[config.mk]
export PLATFORM = sky130hd
export DESIGN_NAME = excSeqTop
export DESIGN_NICKNAME = d
export VERILOG_FILES = /design/src/rtl/excSeqPkg.sv /design/src/rtl/excSeqCtrl.sv /design/src/rtl/excSeqDatapath.sv /design/src/rtl/excSeqTop.sv
export SDC_FILE = /design/constraint.sdc
export NUM_CORES = 1
export LEC_CHECK = 0
export ABC_AREA = 0
export BUFFER_PORTS_ARGS = -buffer_cell sky130_fd_sc_hd__buf_2
export CAP_MARGIN = 20
export CORE_UTILIZATION = 50
export CTS_BUF_LIST = sky130_fd_sc_hd__clkbuf_2 sky130_fd_sc_hd__clkbuf_4 sky130_fd_sc_hd__clkbuf_8
export DETAILED_ROUTE_END_ITERATION = 10
export GPL_ROUTABILITY_DRIVEN = 1
export PLACE_DENSITY = 0.87
export SLEW_MARGIN = 20
export SYNTH_ARGS = -nofsm -noshare
export SYNTH_HDL_FRONTEND = slang
export SYNTH_HIERARCHICAL = 1
export SYNTH_SLANG_ARGS = --single-unit
[constraint.sdc]
create_clock -name clk -period 3.55 [get_ports clk]
set_clock_uncertainty 0.1 [all_clocks]
set_input_delay 0.355 -clock clk [delete_from_list [all_inputs] [get_ports clk]]
set_output_delay 0.355 -clock clk [all_outputs]
set_load 0.01 [all_outputs]
[src/rtl/excSeqPkg.sv]
package excSeqPkg;

  typedef enum logic [1:0] {
    CLS_RESET = 2'd0,
    CLS_IRQ   = 2'd1,
    CLS_TRAP  = 2'd2,
    CLS_OTHER = 2'd3
  } excClass_e;

  localparam int WORD_W     = 16;
  localparam int LONG_W     = 32;
  localparam int SR_TRACE   = 15;
  localparam int SR_SUPER   = 13;
  localparam int SR_MASK_LO = 8;
  localparam int OFF_W      = 12;
  localparam int FRAME_WORDS = 4;

  localparam logic [3:0] FMT_SHORT = 4'b0000;

  // strobes from control to datapath
  typedef struct packed {
    logic       idle;
    logic       capture;
    logic       pushing;
    logic       reading;
    logic       wrDone;
    logic       rdDone;
    logic [1:0] step;
  } dpCtl_t;

endpackage

[src/rtl/excSeqCtrl.sv]
module excSeqCtrl
  import excSeqPkg::*;
(
  input  logic         clk,
  input  logic         rstN,
  input  logic         excReq,
  input  logic [1:0]   excClass,
  input  logic         memAck,
  output logic         memReq,
  output logic         memWe,
  output logic         busy,
  output logic         done,
  output dpCtl_t       dpCtl
);

  typedef enum logic [1:0] {
    ST_IDLE = 2'd0,
    ST_PUSH = 2'd1,
    ST_READ = 2'd2,
    ST_FIN  = 2'd3
  } state_e;

  localparam logic [1:0] LAST_PUSH     = 2'(FRAME_WORDS - 1);
  localparam logic [1:0] LAST_RD_RESET = 2'd3;
  localparam logic [1:0] LAST_RD_VEC   = 2'd1;

  state_e     state;
  logic [1:0] step;
  logic       rstMode;
  logic       accept;
  logic [1:0] lastRead;

  assign accept   = (state == ST_IDLE) && excReq;
  assign lastRead = rstMode ? LAST_RD_RESET : LAST_RD_VEC;

  always_ff @(posedge clk or negedge rstN) begin
    if (!rstN) begin
      state   <= ST_IDLE;
      step    <= '0;
      rstMode <= 1'b0;
    end else begin
      unique case (state)
        ST_IDLE: begin
          if (accept) begin
            step    <= '0;
            rstMode <= (excClass == CLS_RESET);
            state   <= (excClass == CLS_RESET) ? ST_READ : ST_PUSH;
          end
        end
        ST_PUSH: begin
          if (memAck) begin
            if (step == LAST_PUSH) begin
              step  <= '0;
              state <= ST_READ;
            end else begin
              step <= step + 2'd1;
            end
          end
        end
        ST_READ: begin
          if (memAck) begin
            if (step == lastRead) begin
              step  <= '0;
              state <= ST_FIN;
            end else begin
              step <= step + 2'd1;
            end
          end
        end
        ST_FIN: state <= ST_IDLE;
        default: state <= ST_IDLE;
      endcase
    end
  end

  always_comb begin
    memReq        = (state == ST_PUSH) || (state == ST_READ);
    memWe         = (state == ST_PUSH);
    busy          = (state != ST_IDLE);
    done          = (state == ST_FIN);
    dpCtl.idle    = (state == ST_IDLE);
    dpCtl.capture = accept;
    dpCtl.pushing = (state == ST_PUSH);
    dpCtl.reading = (state == ST_READ);
    dpCtl.wrDone  = (state == ST_PUSH) && memAck;
    dpCtl.rdDone  = (state == ST_READ) && memAck;
    dpCtl.step    = step;
  end

endmodule

[src/rtl/excSeqDatapath.sv]
module excSeqDatapath
  import excSeqPkg::*;
#(
  parameter int VEC_W = 8
) (
  input  logic               clk,
  input  logic               rstN,
  input  dpCtl_t             ctl,
  input  logic [1:0]         excClass,
  input  logic [VEC_W-1:0]   excVector,
  input  logic [2:0]         excLevel,
  input  logic [LONG_W-1:0]  curPc,
  input  logic [WORD_W-1:0]  curSr,
  input  logic [LONG_W-1:0]  curSsp,
  input  logic               vbrWe,
  input  logic [LONG_W-1:0]  vbrWdata,
  input  logic [WORD_W-1:0]  memRdata,
  output logic [LONG_W-1:0]  memAddr,
  output logic [WORD_W-1:0]  memWdata,
  output logic [LONG_W-1:0]  newPc,
  output logic [LONG_W-1:0]  newSp,
  output logic [WORD_W-1:0]  newSr
);

  localparam int VOFF_W = VEC_W + 2;
  localparam logic [LONG_W-1:0] WORD_BYTES = LONG_W'(WORD_W / 8);

  logic               isRst;
  logic [VEC_W-1:0]   vecNum;
  logic [WORD_W-1:0]  srCopy;
  logic [LONG_W-1:0]  pcSave;
  logic [LONG_W-1:0]  spReg;
  logic [LONG_W-1:0]  pcReg;
  logic [WORD_W-1:0]  srReg;
  logic [LONG_W-1:0]  vbrReg;

  logic [VOFF_W-1:0]  vecOff;
  logic [LONG_W-1:0]  vecBase;
  logic [1:0]         rdIdx;
  logic [WORD_W-1:0]  frameWord;

  function automatic logic [WORD_W-1:0] enterSr(
    input logic [WORD_W-1:0] sr,
    input logic [1:0]        cls,
    input logic [2:0]        lvl
  );
    logic [WORD_W-1:0] r;
    r = sr;
    r[SR_TRACE] = 1'b0;
    r[SR_SUPER] = 1'b1;
    if (cls == CLS_RESET)     r[SR_MASK_LO +: 3] = 3'd7;
    else if (cls == CLS_IRQ)  r[SR_MASK_LO +: 3] = lvl;
    return r;
  endfunction

  assign vecOff    = {vecNum, 2'b00};
  assign vecBase   = vbrReg + LONG_W'(vecOff);
  assign rdIdx     = isRst ? ctl.step : ctl.step + 2'd2;
  assign frameWord = {FMT_SHORT, OFF_W'(vecOff)};

  // context capture and status update
  always_ff @(posedge clk or negedge rstN) begin
    if (!rstN) begin
      isRst  <= 1'b0;
      vecNum <= '0;
      srCopy <= '0;
      pcSave <= '0;
      srReg  <= '0;
    end else if (ctl.capture) begin
      isRst  <= (excClass == CLS_RESET);
      vecNum <= (excClass == CLS_RESET) ? '0 : excVector;
      srCopy <= curSr;
      pcSave <= curPc;
      srReg  <= enterSr(curSr, excClass, excLevel);
    end
  end

  // vector base
  always_ff @(posedge clk or negedge rstN) begin
    if (!rstN) begin
      vbrReg <= '0;
    end else if (ctl.capture && (excClass == CLS_RESET)) begin
      vbrReg <= '0;
    end else if (ctl.idle && !ctl.capture && vbrWe) begin
      vbrReg <= vbrWdata;
    end
  end

  // stack pointer: decremented per push, loaded by reset reads
  always_ff @(posedge clk or negedge rstN) begin
    if (!rstN) begin
      spReg <= '0;
    end else if (ctl.capture) begin
      spReg <= curSsp;
    end else if (ctl.wrDone) begin
      spReg <= spReg - WORD_BYTES;
    end else if (ctl.rdDone && rdIdx == 2'd0) begin
      spReg[LONG_W-1:WORD_W] <= memRdata;
    end else if (ctl.rdDone && rdIdx == 2'd1) begin
      spReg[WORD_W-1:0] <= memRdata;
    end
  end

  // handler program counter
  always_ff @(posedge clk or negedge rstN) begin
    if (!rstN) begin
      pcReg <= '0;
    end else if (ctl.rdDone && rdIdx == 2'd2) begin
      pcReg[LONG_W-1:WORD_W] <= memRdata;
    end else if (ctl.rdDone && rdIdx == 2'd3) begin
      pcReg[WORD_W-1:0] <= memRdata;
    end
  end

  always_comb begin
    memAddr = '0;
    if (ctl.pushing)      memAddr = spReg - WORD_BYTES;
    else if (ctl.reading) memAddr = vecBase + LONG_W'({ctl.step, 1'b0});
  end

  always_comb begin
    unique case (ctl.step)
      2'd0:    memWdata = frameWord;
      2'd1:    memWdata = pcSave[WORD_W-1:0];
      2'd2:    memWdata = pcSave[LONG_W-1:WORD_W];
      default: memWdata = srCopy;
    endcase
  end

  assign newPc = pcReg;
  assign newSp = spReg;
  assign newSr = srReg;

endmodule

[src/rtl/excSeqTop.sv]
module excSeqTop
  import excSeqPkg::*;
#(
  parameter int VEC_W = 8
) (
  input  logic              clk,
  input  logic              rstN,
  input  logic              excReq,
  input  logic [1:0]        excClass,
  input  logic [VEC_W-1:0]  excVector,
  input  logic [2:0]        excLevel,
  input  logic [31:0]       curPc,
  input  logic [15:0]       curSr,
  input  logic [31:0]       curSsp,
  input  logic              vbrWe,
  input  logic [31:0]       vbrWdata,
  output logic              memReq,
  output logic              memWe,
  output logic [31:0]       memAddr,
  output logic [15:0]       memWdata,
  input  logic              memAck,
  input  logic [15:0]       memRdata,
  output logic              busy,
  output logic              done,
  output logic [31:0]       newPc,
  output logic [31:0]       newSp,
  output logic [15:0]       newSr
);

  dpCtl_t dpCtl;

  excSeqCtrl uCtrl (
    .clk      (clk),
    .rstN     (rstN),
    .excReq   (excReq),
    .excClass (excClass),
    .memAck   (memAck),
    .memReq   (memReq),
    .memWe    (memWe),
    .busy     (busy),
    .done     (done),
    .dpCtl    (dpCtl)
  );

  excSeqDatapath #(.VEC_W(VEC_W)) uDp (
    .clk       (clk),
    .rstN      (rstN),
    .ctl       (dpCtl),
    .excClass  (excClass),
    .excVector (excVector),
    .excLevel  (excLevel),
    .curPc     (curPc),
    .curSr     (curSr),
    .curSsp    (curSsp),
    .vbrWe     (vbrWe),
    .vbrWdata  (vbrWdata),
    .memRdata  (memRdata),
    .memAddr   (memAddr),
    .memWdata  (memWdata),
    .newPc     (newPc),
    .newSp     (newSp),
    .newSr     (newSr)
  );

endmodule

==> results.md, run 1 <==
- Run status: finished, violations left
- Violated checks: setup timing
- Avg Cell Area, Syn: about 10 um^2
- Worst hold path type: primary input to flip-flop
- IR drop worst, VDD: 0.517 mV
- Crit. End Element: primary output
- Area growth syn-to-layout: 27.2%
- Clock transition at the registers of the reported paths: about 0.09 ns
- H-tree lvl count: 4
- # port buffers: between 200 and 300
- Prevailing post-synth register cell: sky130_fd_sc_hd__dfrtp_1
- Overall Power: approximately 11 mW
- Setup repair after global routing missed its margin: true
- Setup violations, final: 12
- Proportion of synthesized chip area in sequential cells: 0.452
- Average wire length per cell after detail routing: 21.0 um
- Total number of vias: ~8200
- Worst Hold Path EP: uDp/pcSave[12]
- Total negative setup slack: -1.79 ns
- Max cap viols: 0
- Floorplan row count: 48
- I/O pin cnt: around 280
- Insertion delay of the later-clocked pin in the worst-skew pair: around 0.44 ns
- Instance count along the most critical hold path: 2
- Arr. time, crit path: between 3 and 4 ns
- Total overflow reported by the global router: 0
- Startpoint types: flip-flop
- Final standard cell utilization of the core: 0.655
- First-pass DRT Iterations: 6
- Via count of the first global-routing pass: a little under 8000
- Filler cells: approximately 1400
- Count of distinct cell types in the synthesized netlist: 70
- Min Clock Period, post-route: about 3.8 ns
- Maximum number of buffers from clock root to sink: 2
- Beginning of the worst hold path: curPc[12]
- Highest cell delay on the worst timing path: 0.56 ns
- Slew at the pin closest to its max-slew limit: 0.927 ns
- Pin count of the biggest net entering global routing: slightly above 80
- Critical Path Slowest Stage Cell: sky130_fd_sc_hd__fa_1
- Post-layout worst setup margin: -0.234 ns
- Global-route wire length before repair: between 40000 and 50000 um
- Flop2flop setup slack: around 0.8 ns
- Post-synthesis instance area: 8970 um^2
- Half-perimeter wire length after placement: roughly 21000 um
- Worst hold slack after final layout: between 0.03 and 0.04 ns
- Endpoint of the lowest-slack register-to-register path: uDp/newSp[21]
- Max-slew violation count: 0
- CTS tree: yes
- Clock root buffer: sky130_fd_sc_hd__clkbuf_8
- Die Ht: between 100 and 150 um
- Final weighted congestion in routability-driven placement: about 0.95
- Ys async rst share: 1.00
- Critical Path Fanout Max: 5
- Storage cell area: between 4000 and 5000 um^2
- Final count of hold timing violations: 0
- Number of flops mapped to enable cells by yosys: 0
- Die width: 136 um
- Post-detailed-route via-to-cell ratio: 5.95
- Cell Pwr Density: between 900 and 1000 nW/um^2
- Total number of clock tree sinks: between 150 and 200
- Initial antenna violation count: 3
- Worst Path Required: 3.09 ns
- Die Footprint: about 18000 um^2
- Number of cell instances on the worst register-to-register path: 8
- Achievable Freq: between 200 and 300 MHz
- Residual DRC count: 0
- Post-route fraction of the period consumed by the critical path: 1.07
- P_leak: around 5.3 nW
- Area inside the core boundary: approximately 17000 um^2
- Chain of cells forming the critical path: fa_1, ha_2, inv_2, fa_2, nor2b_4, o2111ai_4, a31o_4, nor4_2, xnor2_1, o22ai_1, buf_2
- Initial core utilization: 0.515
- Number of instances in the synthesized netlist: around 860
- Yosys warnings: 6
- Max transition margin: 0.377
- Area occupied by multi-input gates: around 4800 um^2
- Clock buffer count from CTS: 17
- Post-Synthesis Net Count: approximately 1000
- Violation count after the first detailed-route iteration: a little over 700
- Crit path buffers/inverters: 2
- Register bit total from synthesis: between 150 and 200
- Worst setup path class: flip-flop to primary output
- Final ANT Viol Nets: 0
- Fraction of final layout cells with drive strength greater than 1: 0.427
- Largest delay contributor family on the critical path: adder cells
- Worst setup slack after placement: approximately 0.045 ns
- Startpoint of the worst register-to-register path: uDp/newSp[1]
- Total routed wirelength: between 20000 and 30000 um
- Final-stage net count: approximately 1300
- Total global routing track utilization: 0.310
## per-layer routing
| layer | vias to the layer above | GRT usage | wire length (um) |
|---|---|---|---|
| met3 | 48 | 0.0817 | 2730 |
| met4 | 4 | 0.102 | 709 |
| met2 | 457 | 0.526 | 14100 |
| li1 | 3663 | - | - |
| met1 | 3983 | 0.382 | 11300 |
| met5 | - | 0 | 21 |
## stage by stage
| step | cell area, um^2 | std cells |
|---|---|---|
| 3_3_place_gp | 10500 | 1315 |
| 3_5_place_dp | 10500 | 1315 |
| 4_1_cts | 11100 | 1356 |
| 2_1_floorplan | 8970 | 858 |
| 6_report | 11400 | 1371 |
| 5_1_grt | 11400 | 1369 |
## worst reg2reg max path: cells and delay by family (launching register included)
family                   cells  cell delay (ns)
buffers and inverters        1             0.10
adder cells (fa/ha/maj)      1             0.21
flip-flops                   1             0.46
AO/OA/AOI/OAI                2             0.63
XOR/XNOR                     1             0.17
AND/OR/NAND/NOR              3             1.03
## worst max-delay path by stage
stage / from / endpoint / slack [ns] / cells past startpoint
finish: uCtrl/step[1] / memAddr[30] / -0.23 / 11
CTS: uCtrl/step[1] / memAddr[26] / -0.27 / 11
global route: uCtrl/step[1] / memAddr[24] / -0.35 / 11
global placement: uCtrl/step[1] / memAddr[26] / 0.12 / 11
detailed placement: uCtrl/step[1] / memAddr[26] / 0.04 / 11
floorplan: uCtrl/step[1] / memAddr[26] / 0.17 / 11
## where the power goes
part	switching [mW]	total [mW]	internal [mW]
Combinational	3.12	5.69	2.57
Sequential	0.845	3.59	2.74
Clock	0.689	1.47	0.782
## kinds of logic (layout without fill, tap and decap cells)
| logic type | count (synthesis) | after routing | share of synthesized area |
|---|---|---|---|
| AOI/OAI and AO/OA | 188 | 189 | 0.145 |
| buffers and inverters | 88 | 373 | 0.0435 |
| xor gates and xnor gates | 55 | 55 | 0.0537 |
| DFF | 162 | 162 | 0.452 |
| muxes | 108 | 108 | 0.144 |
| and+or+nand+nor | 230 | 230 | 0.124 |
| adders and majority gates | 26 | 26 | 0.0379 |
| other | 1 | 3 | 0.000418 |
## sequential cells by signal, indices dropped and copies added (netlist names)
register and count:
uDp/newPc 32, uCtrl/state 2, uDp/srCopy 16, uCtrl/step 2, uDp/newSp 32, uDp/vecNum 8
uDp/newSr 4, uCtrl/rstMode 1, uDp/vbrReg 32, uDp/pcSave 32, uDp/isRst 1
## placed cells by master, fill, tap and decap left out, drive strengths merged, types with 7 or more instances in the layout
cell type    count
mux4             8
a2111oi          7
clkbuf          19
o22ai           21
mux2            90
nor2            44
o21ai           43
nor4            10
nand2           93
a21oi           34
mux2i           10
xor2            10
inv             28
dlygate4sd3      8
nor3            27
xnor2           45
nand3           15
ha              24
dfrtp          162
buf            307
a22o            26
## area by class of cell
type / count / area share
clock inverter: 12 / 0.0158
sequential: 162 / 0.355
tap: 225 / 0.0247
multi-input combinational: 609 / 0.422
inverter: 27 / 0.00910
timing repair buffer: 315 / 0.150
clock buffer: 19 / 0.0218
antenna: 2 / 0.000439
## Yosys cell counts (4+ instances only)
library cell / instances / share of area
sky130_fd_sc_hd__xor2_1: 10 / 0.0098
sky130_fd_sc_hd__a221o_1: 4 / 0.0045
sky130_fd_sc_hd__nor2b_1: 6 / 0.0042
sky130_fd_sc_hd__o21ai_0: 43 / 0.024
sky130_fd_sc_hd__nor4_1: 8 / 0.0056
sky130_fd_sc_hd__clkbuf_1: 37 / 0.015
sky130_fd_sc_hd__nand3_1: 15 / 0.0084
sky130_fd_sc_hd__o22ai_1: 21 / 0.015
sky130_fd_sc_hd__mux2i_1: 10 / 0.011
sky130_fd_sc_hd__nand2_1: 93 / 0.039
sky130_fd_sc_hd__a22oi_1: 5 / 0.0042
sky130_fd_sc_hd__a22o_1: 26 / 0.025
sky130_fd_sc_hd__buf_1: 9 / 0.0038
sky130_fd_sc_hd__and3_1: 4 / 0.0028
sky130_fd_sc_hd__mux2_2: 88 / 0.11
sky130_fd_sc_hd__or3_1: 5 / 0.0035
sky130_fd_sc_hd__nand4_1: 4 / 0.0028
sky130_fd_sc_hd__mux4_2: 8 / 0.020
sky130_fd_sc_hd__nor3_1: 25 / 0.014
sky130_fd_sc_hd__o221ai_1: 4 / 0.0039
sky130_fd_sc_hd__xnor2_1: 45 / 0.044
sky130_fd_sc_hd__ha_1: 24 / 0.033
sky130_fd_sc_hd__a211oi_1: 5 / 0.0042
sky130_fd_sc_hd__a2111oi_0: 6 / 0.0059
sky130_fd_sc_hd__a21o_1: 6 / 0.0050
sky130_fd_sc_hd__dfrtp_1: 162 / 0.45
sky130_fd_sc_hd__buf_4: 14 / 0.012
sky130_fd_sc_hd__nor2_1: 44 / 0.018
sky130_fd_sc_hd__o31ai_1: 4 / 0.0033
sky130_fd_sc_hd__a222oi_1: 6 / 0.0067
sky130_fd_sc_hd__nand2b_1: 5 / 0.0035
sky130_fd_sc_hd__inv_1: 25 / 0.010
sky130_fd_sc_hd__a21oi_1: 33 / 0.018
## repair_timing
item                                    CTS  global route
pin swaps                                 5            12
hold buffers                              7             1
endpoints found under the setup margin   11            23
setup buffers                             2            12
cloned                                    1             1
resized for setup                        19            40
hold endpoints to repair                 84             1
Note: power is estimated with default switching activity, not from simulation.
==> inputs of run 2 (changes only) <==
- REMOVE_ABC_BUFFERS: unset -> 1
==> run 2 against run 1 <==
Against the previous run: the run still ends with setup timing left; sequential power is essentially flat; sequential cell count is the same; sequential share of layout area shrank 1.6 points; largest power group unchanged; worst setup slack lost 0.015 ns; wire length grew 5.6%; final area grew 4.8%; combinational power grew 3%; critical path type unchanged.
==> results.md, run 2 (synthesis results as in run 1) <==
- Final weighted congestion in routability-driven placement: 0.947 (-0.56%)
- Crit path buffers/inverters: 3 (+1)
- Crit. End Element: primary output
- Average wire length per cell after detail routing: 21.4 um (+1.8%)
- Violation count after the first detailed-route iteration: 643 (-9.3%)
- Cell Pwr Density: 916 nW/um^2 (-2.8%)
- Floorplan row count: 48 (unchanged)
- Leading cell types in the layout, fill and taps excluded: sky130_fd_sc_hd__buf_2 (275), sky130_fd_sc_hd__dfrtp_1 (158), sky130_fd_sc_hd__nand2_1 (93), sky130_fd_sc_hd__mux2_2 (88), sky130_fd_sc_hd__dlygate4sd3_1 (51)
- Instance count after placement with tap cells included: 1319 (+0.30%)
- Startpoint types: flip-flop
- Critical Path Stages: 12 (+1)
- Min Clock Period, post-route: 3.80 ns (+0.0153 ns)
- Die width: 136 um (unchanged)
- H-tree lvl count: 4 (unchanged)
- Area growth syn-to-layout: 33.3%
- Final ANT Viol Nets: 0 (unchanged)
- Clock transition at the registers of the reported paths: 0.10 ns (about the same)
- CTS tree: yes
- Critical Path Slowest Stage Cell: sky130_fd_sc_hd__fa_1
- Residual DRC count: 0 (unchanged)
- Via count of the first global-routing pass: 8365 (+7.3%)
- Layout Cells excl Fill: 1422 (+3.7%)
- Worst hold path type: primary input to flip-flop
- Maximum number of buffers from clock root to sink: 2 (unchanged)
- P_leak: 5.52 nW (+4.6%)
- Critical Path Fanout Max: 5 (unchanged)
- Die Ht: 136 um (unchanged)
- Source of the critical timing path: uDp/vecNum[0]
- Achievable Freq: 263 MHz (-0.40%)
- Violated checks: setup timing
- Total routed wirelength: 30400 um (+5.6%)
- Setup violations, final: 12 (unchanged)
- Instance count along the most critical hold path: 2 (unchanged)
- Clock buffer count from CTS: 17 (unchanged)
- Number of cell instances on the worst register-to-register path: 8 (unchanged)
- Run status: finished, violations left
- Worst Path Required: 3.09 ns (about the same)
- IR drop worst, VDD: 0.512 mV (-0.92%)
- Pin count of the biggest net entering global routing: 84 (+3.7%)
- Setup repair after global routing missed its margin: true
- Total number of vias: 8408 (+3.1%)
- Total number of clock tree sinks: 162 (unchanged)
- Startpoint of the worst register-to-register path: uCtrl/state[0]
- Slew at the pin closest to its max-slew limit: 1.00 ns (+0.0722 ns)
- Total global routing track utilization: 0.328 (+0.0185)
- Insertion delay of the later-clocked pin in the worst-skew pair: 0.46 ns (+0.02 ns)
- I/O pin cnt: 278 (unchanged)
- Clock root buffer: sky130_fd_sc_hd__clkbuf_8
- Worst hold slack after final layout: 0.0219 ns (-0.0137 ns)
- Max cap viols: 0 (unchanged)
- Half-perimeter wire length after placement: 21200 um (+0.47%)
- Final count of hold timing violations: 0 (unchanged)
- Global-route wire length before repair: 45600 um (+6.5%)
- Initial antenna violation count: 2 (-1)
- Total overflow reported by the global router: 0 (unchanged)
- Max transition margin: 0.329 (-0.0485)
- Post-detailed-route via-to-cell ratio: 5.91 (-0.60%)
- Die Footprint: 18500 um^2 (unchanged)
- # port buffers: 276 (unchanged)
- Final-stage net count: 1355 (+3.9%)
- Arr. time, crit path: 3.34 ns (about the same)
- Largest delay contributor family on the critical path: adder cells
- Placed Area: 10500 um^2 (+0.29%)
- First-pass DRT Iterations: 5 (-1)
- Worst setup path class: flip-flop to primary output
- Fraction of final layout cells with drive strength greater than 1: 0.420 (-0.00684)
- Initial core utilization: 0.515 (unchanged)
- Layout Cell Area excl Fill: 12000 um^2 (+4.8%)
- Overall Power: 10.9 mW (+1.9%)
- Max-slew violation count: 0 (unchanged)
- Chain of cells forming the critical path: fa_1, ha_2, inv_2, fa_2, nor2b_4, o2111ai_4, a31o_4, buf_4, nor4_4, xnor2_1, o22ai_1, buf_2
- Commonest non-fill, non-tap cell in the layout: sky130_fd_sc_hd__buf_2
- Area inside the core boundary: 17400 um^2 (unchanged)
- Post-layout worst setup margin: -0.250 ns (-0.0153 ns)
- Post-route fraction of the period consumed by the critical path: 1.07 (+0.00431)
- Highest cell delay on the worst timing path: 0.52 ns (-0.04 ns)
- Beginning of the worst hold path: vbrWdata[13]
==> run 2: metrics by stage <==
stage          setup slack, ns  setup TNS (ns)   util
3_3_place_gp             0.140               0  0.605
6_report                -0.250           -1.75  0.686
2_1_floorplan            -2.40          -97.41      -
5_1_grt                 -0.390           -4.11  0.686
4_1_cts                 -0.275           -2.52  0.671
3_5_place_dp            0.0905               0  0.605
==> run 2: worst paths after layout <==
kind	endpoint	slack, ns
min	uDp/vbrReg[13]	0.02
max reg2reg	uDp/newSp[17]	0.59
min reg2reg	uDp/newSr[13]	0.37
max	memAddr[30]	-0.25
min in group asynchronous	uDp/vbrReg[13]	0.42
max in group asynchronous	uDp/newSp[14]	2.03
==> run 2: final cells by class <==
cell class                 instances  area, um^2
antenna                            1        2.50
inverter                          27         104
multi-input combinational        609        4840
fill                            1328        5460
sequential                       162        4060
tap                              225         282
clock inverter                    14         196
clock buffer                      18         241
timing repair buffer             366        2230
==> run 2: repair_timing <==
item / CTS / global route
hold endpoints to repair: 131 / 0
hold buffers: 51 / 0
gates resized for setup: 29 / 38
setup endpoints to repair: 14 / 24
pin swaps: 8 / 21
buffers inserted: 4 / 14
cloned: 2 / 0
==> run 2: report_power, final <==
group          switching [mW]  internal (mW)
sequential              0.838           2.75
combinational            3.21           2.65
clock                   0.771          0.728
==> run 2: metal layers <==
layer  routed length (um)  track usage  share of wire
met1                12100        0.409           0.40
met2                15000        0.563           0.49
met3                 2670       0.0776          0.088
met4                  634        0.100          0.021
met5                   31            0         0.0010
==> inputs of run 3 (changes only) <==
- SKIP_CTS_REPAIR_TIMING: unset -> 1
- SYNTH_HIERARCHICAL: 1 -> unset
==> run 3 against run 2 <==
Against the previous run: the flow finishes with violations (DRC, hold timing, setup timing); register-to-register slack better by 0.24 ns; via count grew 16%; clock power is essentially flat; first-iteration DRC count grew 44%; worst setup slack got worse by 0.12 ns; maximum frequency shrank 3.0%; clock-buffer cell count increased by 3; power fell by 2.1%; non-clock buffer count shrank 2; cell count increased by 14%; wire length up 8.1%; critical path type unchanged; critical endpoint unchanged; largest cell class unchanged; largest power group unchanged.
==> results.md, run 3 <==
- Run status: finished, violations left
- Violated checks: DRC, hold timing, setup timing
- Half-perimeter wire length after placement: 22300 um (+5.2%)
- Most area-consuming cells after synthesis: sky130_fd_sc_hd__dfrtp_1 (43%), sky130_fd_sc_hd__nand2_1 (12%), sky130_fd_sc_hd__mux2_2 (4.3%), sky130_fd_sc_hd__ha_1 (3.5%), sky130_fd_sc_hd__a21oi_1 (3.0%)
- Clock transition at the registers of the reported paths: 0.09 ns (about the same)
- Arr. time, crit path: 3.46 ns (+0.12 ns)
- Final count of hold timing violations: 4 (+4)
- Total routed wirelength: 32900 um (+8.1%)
- Total overflow reported by the global router: 0 (unchanged)
- Via count of the first global-routing pass: 8850 (+5.8%)
- Residual DRC count: 31 (+31)
- Floorplan row count: 49 (+2.1%)
- Overall Power: 10.7 mW (-2.1%)
- Critical Path Fanout Max: 6 (+1)
- Worst hold slack after final layout: -0.0213 ns (-0.0432 ns)
- Setup repair after global routing missed its margin: true
- P_leak: 5.78 nW (+4.7%)
- Prevailing post-synth register cell: sky130_fd_sc_hd__dfrtp_1
- Cell Pwr Density: 882 nW/um^2 (-3.7%)
- Leading cell types in the layout, fill and taps excluded: sky130_fd_sc_hd__nand2_1 (285), sky130_fd_sc_hd__buf_2 (274), sky130_fd_sc_hd__dfrtp_1 (160), sky130_fd_sc_hd__nor2_1 (51), sky130_fd_sc_hd__a21oi_1 (51)
- Avg Cell Area, Syn: 8.69 um^2 (-17%)
- H-tree lvl count: 4 (unchanged)
- Worst hold path type: primary input to flip-flop
- Final standard cell utilization of the core: 0.670 (-0.0162)
- Final ANT Viol Nets: 0 (unchanged)
- Slew at the pin closest to its max-slew limit: 0.882 ns (-0.117 ns)
- Crit. End Element: primary output
- Most frequent cell after synthesis: sky130_fd_sc_hd__nand2_1
- Min Clock Period, post-route: 3.92 ns (+0.117 ns)
- Worst Path Required: 3.09 ns (about the same)
- Initial antenna violation count: 1 (-1)
- Worst setup path class: flip-flop to primary output
- Post-synthesis instance area: 9330 um^2 (+3.9%)
- Startpoint types: flip-flop
- Max cap viols: 0 (unchanged)
- Area fraction of the dominant cell type after synthesis: 0.432 (-0.0198)
- Clock root buffer: sky130_fd_sc_hd__clkbuf_8
- Violation count after the first detailed-route iteration: 925 (+44%)
- CTS tree: yes
- Register bit total from synthesis: 161 (-0.62%)
- Max-slew violation count: 0 (unchanged)
- Synth cell count leaders: sky130_fd_sc_hd__nand2_1 (287), sky130_fd_sc_hd__dfrtp_1 (161), sky130_fd_sc_hd__a21oi_1 (56), sky130_fd_sc_hd__o21ai_0 (56), sky130_fd_sc_hd__nor2_1 (53)
- Die Ht: 139 um (+1.9%)
- Final-stage net count: 1559 (+15%)
- IR drop worst, VDD: 0.348 mV (-32%)
- Synth area leader: sky130_fd_sc_hd__dfrtp_1
- Fraction of final layout cells with drive strength greater than 1: 0.313 (-0.106)
- Average wire length per cell after detail routing: 20.2 um (-5.6%)
- Filler cells: 1441 (+8.5%)
- Die Footprint: 19200 um^2 (+3.9%)
- Final weighted congestion in routability-driven placement: 0.917 (-3.2%)
- Total global routing track utilization: 0.320 (-0.00819)
- Insertion delay of the later-clocked pin in the worst-skew pair: 0.47 ns (about the same)
- Global-route wire length before repair: 47700 um (+4.7%)
- Max transition margin: 0.410 (+0.0812)
- Post-route fraction of the period consumed by the critical path: 1.10 (+0.0328)
- I/O pin cnt: 278 (unchanged)
- Number of flops mapped to enable cells by yosys: 0 (unchanged)
- Number of instances in the synthesized netlist: 1073 (+25%)
- Post-detailed-route via-to-cell ratio: 5.97 (+1.0%)
- Ys async rst share: 1.00 (unchanged)
- # port buffers: 276 (unchanged)
- Initial core utilization: 0.514 (-0.00123)
- Achievable Freq: 255 MHz (-3.0%)
- Setup violations, final: 19 (+7)
- Total number of vias: 9723 (+16%)
- Die width: 139 um (+1.9%)
- Area growth syn-to-layout: 30.4%
- Post-layout worst setup margin: -0.366 ns (-0.117 ns)
- Yosys warnings: 0 (-6)
- Proportion of synthesized chip area in sequential cells: 0.432 (-0.0198)
- Area inside the core boundary: 18100 um^2 (+4.2%)
- Clock buffer count from CTS: 17 (unchanged)
- Maximum number of buffers from clock root to sink: 2 (unchanged)
- First-pass DRT Iterations: 10 (+5)
- Pin count of the biggest net entering global routing: 73 (-13%)
- Commonest non-fill, non-tap cell in the layout: sky130_fd_sc_hd__nand2_1
- Total number of clock tree sinks: 161 (-0.62%)
- Count of distinct cell types in the synthesized netlist: 68 (-2.9%)
## run 3: cell count changes in the layout (fill, tap and decap cells not counted), sizes merged, moves of 8 or more
cell,before,now
o211ai,0,10
o21ai,43,67
a21oi,34,56
nor2,44,53
mux2i,10,18
a22o,26,11
o22ai,21,12
xnor2,45,28
mux2,90,36
o31ai,4,15
a22oi,5,14
mux4,8,0
nand2,93,287
## run 3: cell type report
type | instances | area, um^2 | area share
Clock inverter | 11 | 153 | 0.0125
Sequential cell | 161 | 4030 | 0.331
Inverter | 27 | 101 | 0.00833
Antenna cell | 1 | 2.50 | 0.000206
Tap cell | 229 | 287 | 0.0236
Clock buffer | 21 | 277 | 0.0227
Timing Repair Buffer | 364 | 2210 | 0.181
Multi-Input combinational cell | 814 | 5110 | 0.420
## run 3: cell families (layout without fill, tap and decap cells)
kind of cell             count (synthesis)  count (layout)  share of synthesized area
adder cells (fa/ha/maj)                 28              28                     0.0392
multiplexers                            54              54                     0.0628
buffers and inverters                   99             423                     0.0455
AO/OA/AOI/OAI                          246             246                      0.173
AND/OR/NAND/NOR                        440             441                      0.206
other                                    1               2                   0.000402
flip-flops                             161             161                      0.432
XOR/XNOR                                44              44                     0.0413
## run 3: layer usage
metal | track usage | vias to the layer above | routed length, um
met2 | 0.485 | 616 | 15200
met4 | 0.185 | 0 | 1790
met3 | 0.0604 | 150 | 2800
met5 | 0 | - | 0
li1 | - | 4379 | -
met1 | 0.431 | 4578 | 13100
## run 3: final timing paths
| check | from | to | slack [ns] | cells after the start |
|---|---|---|---|---|
| setup / recovery | uDp.vecNum[0] | memAddr[30] | -0.37 | 12 |
| hold / removal | curPc[12] | uDp.pcSave[12] | -0.02 | 3 |
| setup reg to reg | uDp.newSp[16] | uDp.newSp[28] | 0.83 | 6 |
| hold reg to reg | uDp.newSr[13] | uDp.newSr[13] | 0.38 | 1 |
| max in group asynchronous | rstN | uDp.vecNum[7] | 2.19 | 3 |
| min in group asynchronous | rstN | uDp.newSr[8] | 0.31 | 2 |
## run 3: report_power, final
part	internal, mW	switching, mW	total [mW]
combinational	2.29	3.33	5.63
clock	0.754	0.729	1.48
sequential	2.73	0.883	3.61
total	5.78	4.95	10.7
## run 3: through the flow
| stage | setup slack [ns] | cells | hold slack (ns) | TNS [ns] | area [um^2] |
|---|---|---|---|---|---|
| after detailed placement | -0.0481 | 1544 | 0.271 | -0.101 | 11000 |
| final | -0.366 | 1628 | -0.0213 | -3.29 | 12200 |
| after CTS | -0.567 | 1576 | -0.244 | -6.23 | 11400 |
| after global placement | 0.0159 | 1544 | 0.270 | 0 | 11000 |
| after global routing | -0.536 | 1628 | -0.0254 | -6.40 | 12200 |
| after floorplan | -0.891 | 1001 | -0.0406 | -32.02 | 9000 |
## run 3: worst max-delay path: stages (launching register included)
cell,delay [ns]
sky130_fd_sc_hd__dfrtp_1,0.40
sky130_fd_sc_hd__fa_1,0.59
sky130_fd_sc_hd__ha_4,0.16
sky130_fd_sc_hd__inv_2,0.04
sky130_fd_sc_hd__fa_2,0.35
sky130_fd_sc_hd__nand2b_4,0.16
sky130_fd_sc_hd__a21oi_4,0.16
sky130_fd_sc_hd__o2111ai_2,0.12
sky130_fd_sc_hd__buf_6,0.17
sky130_fd_sc_hd__and2_4,0.16
sky130_fd_sc_hd__o311a_1,0.28
sky130_fd_sc_hd__a221o_1,0.25
sky130_fd_sc_hd__buf_2,0.14
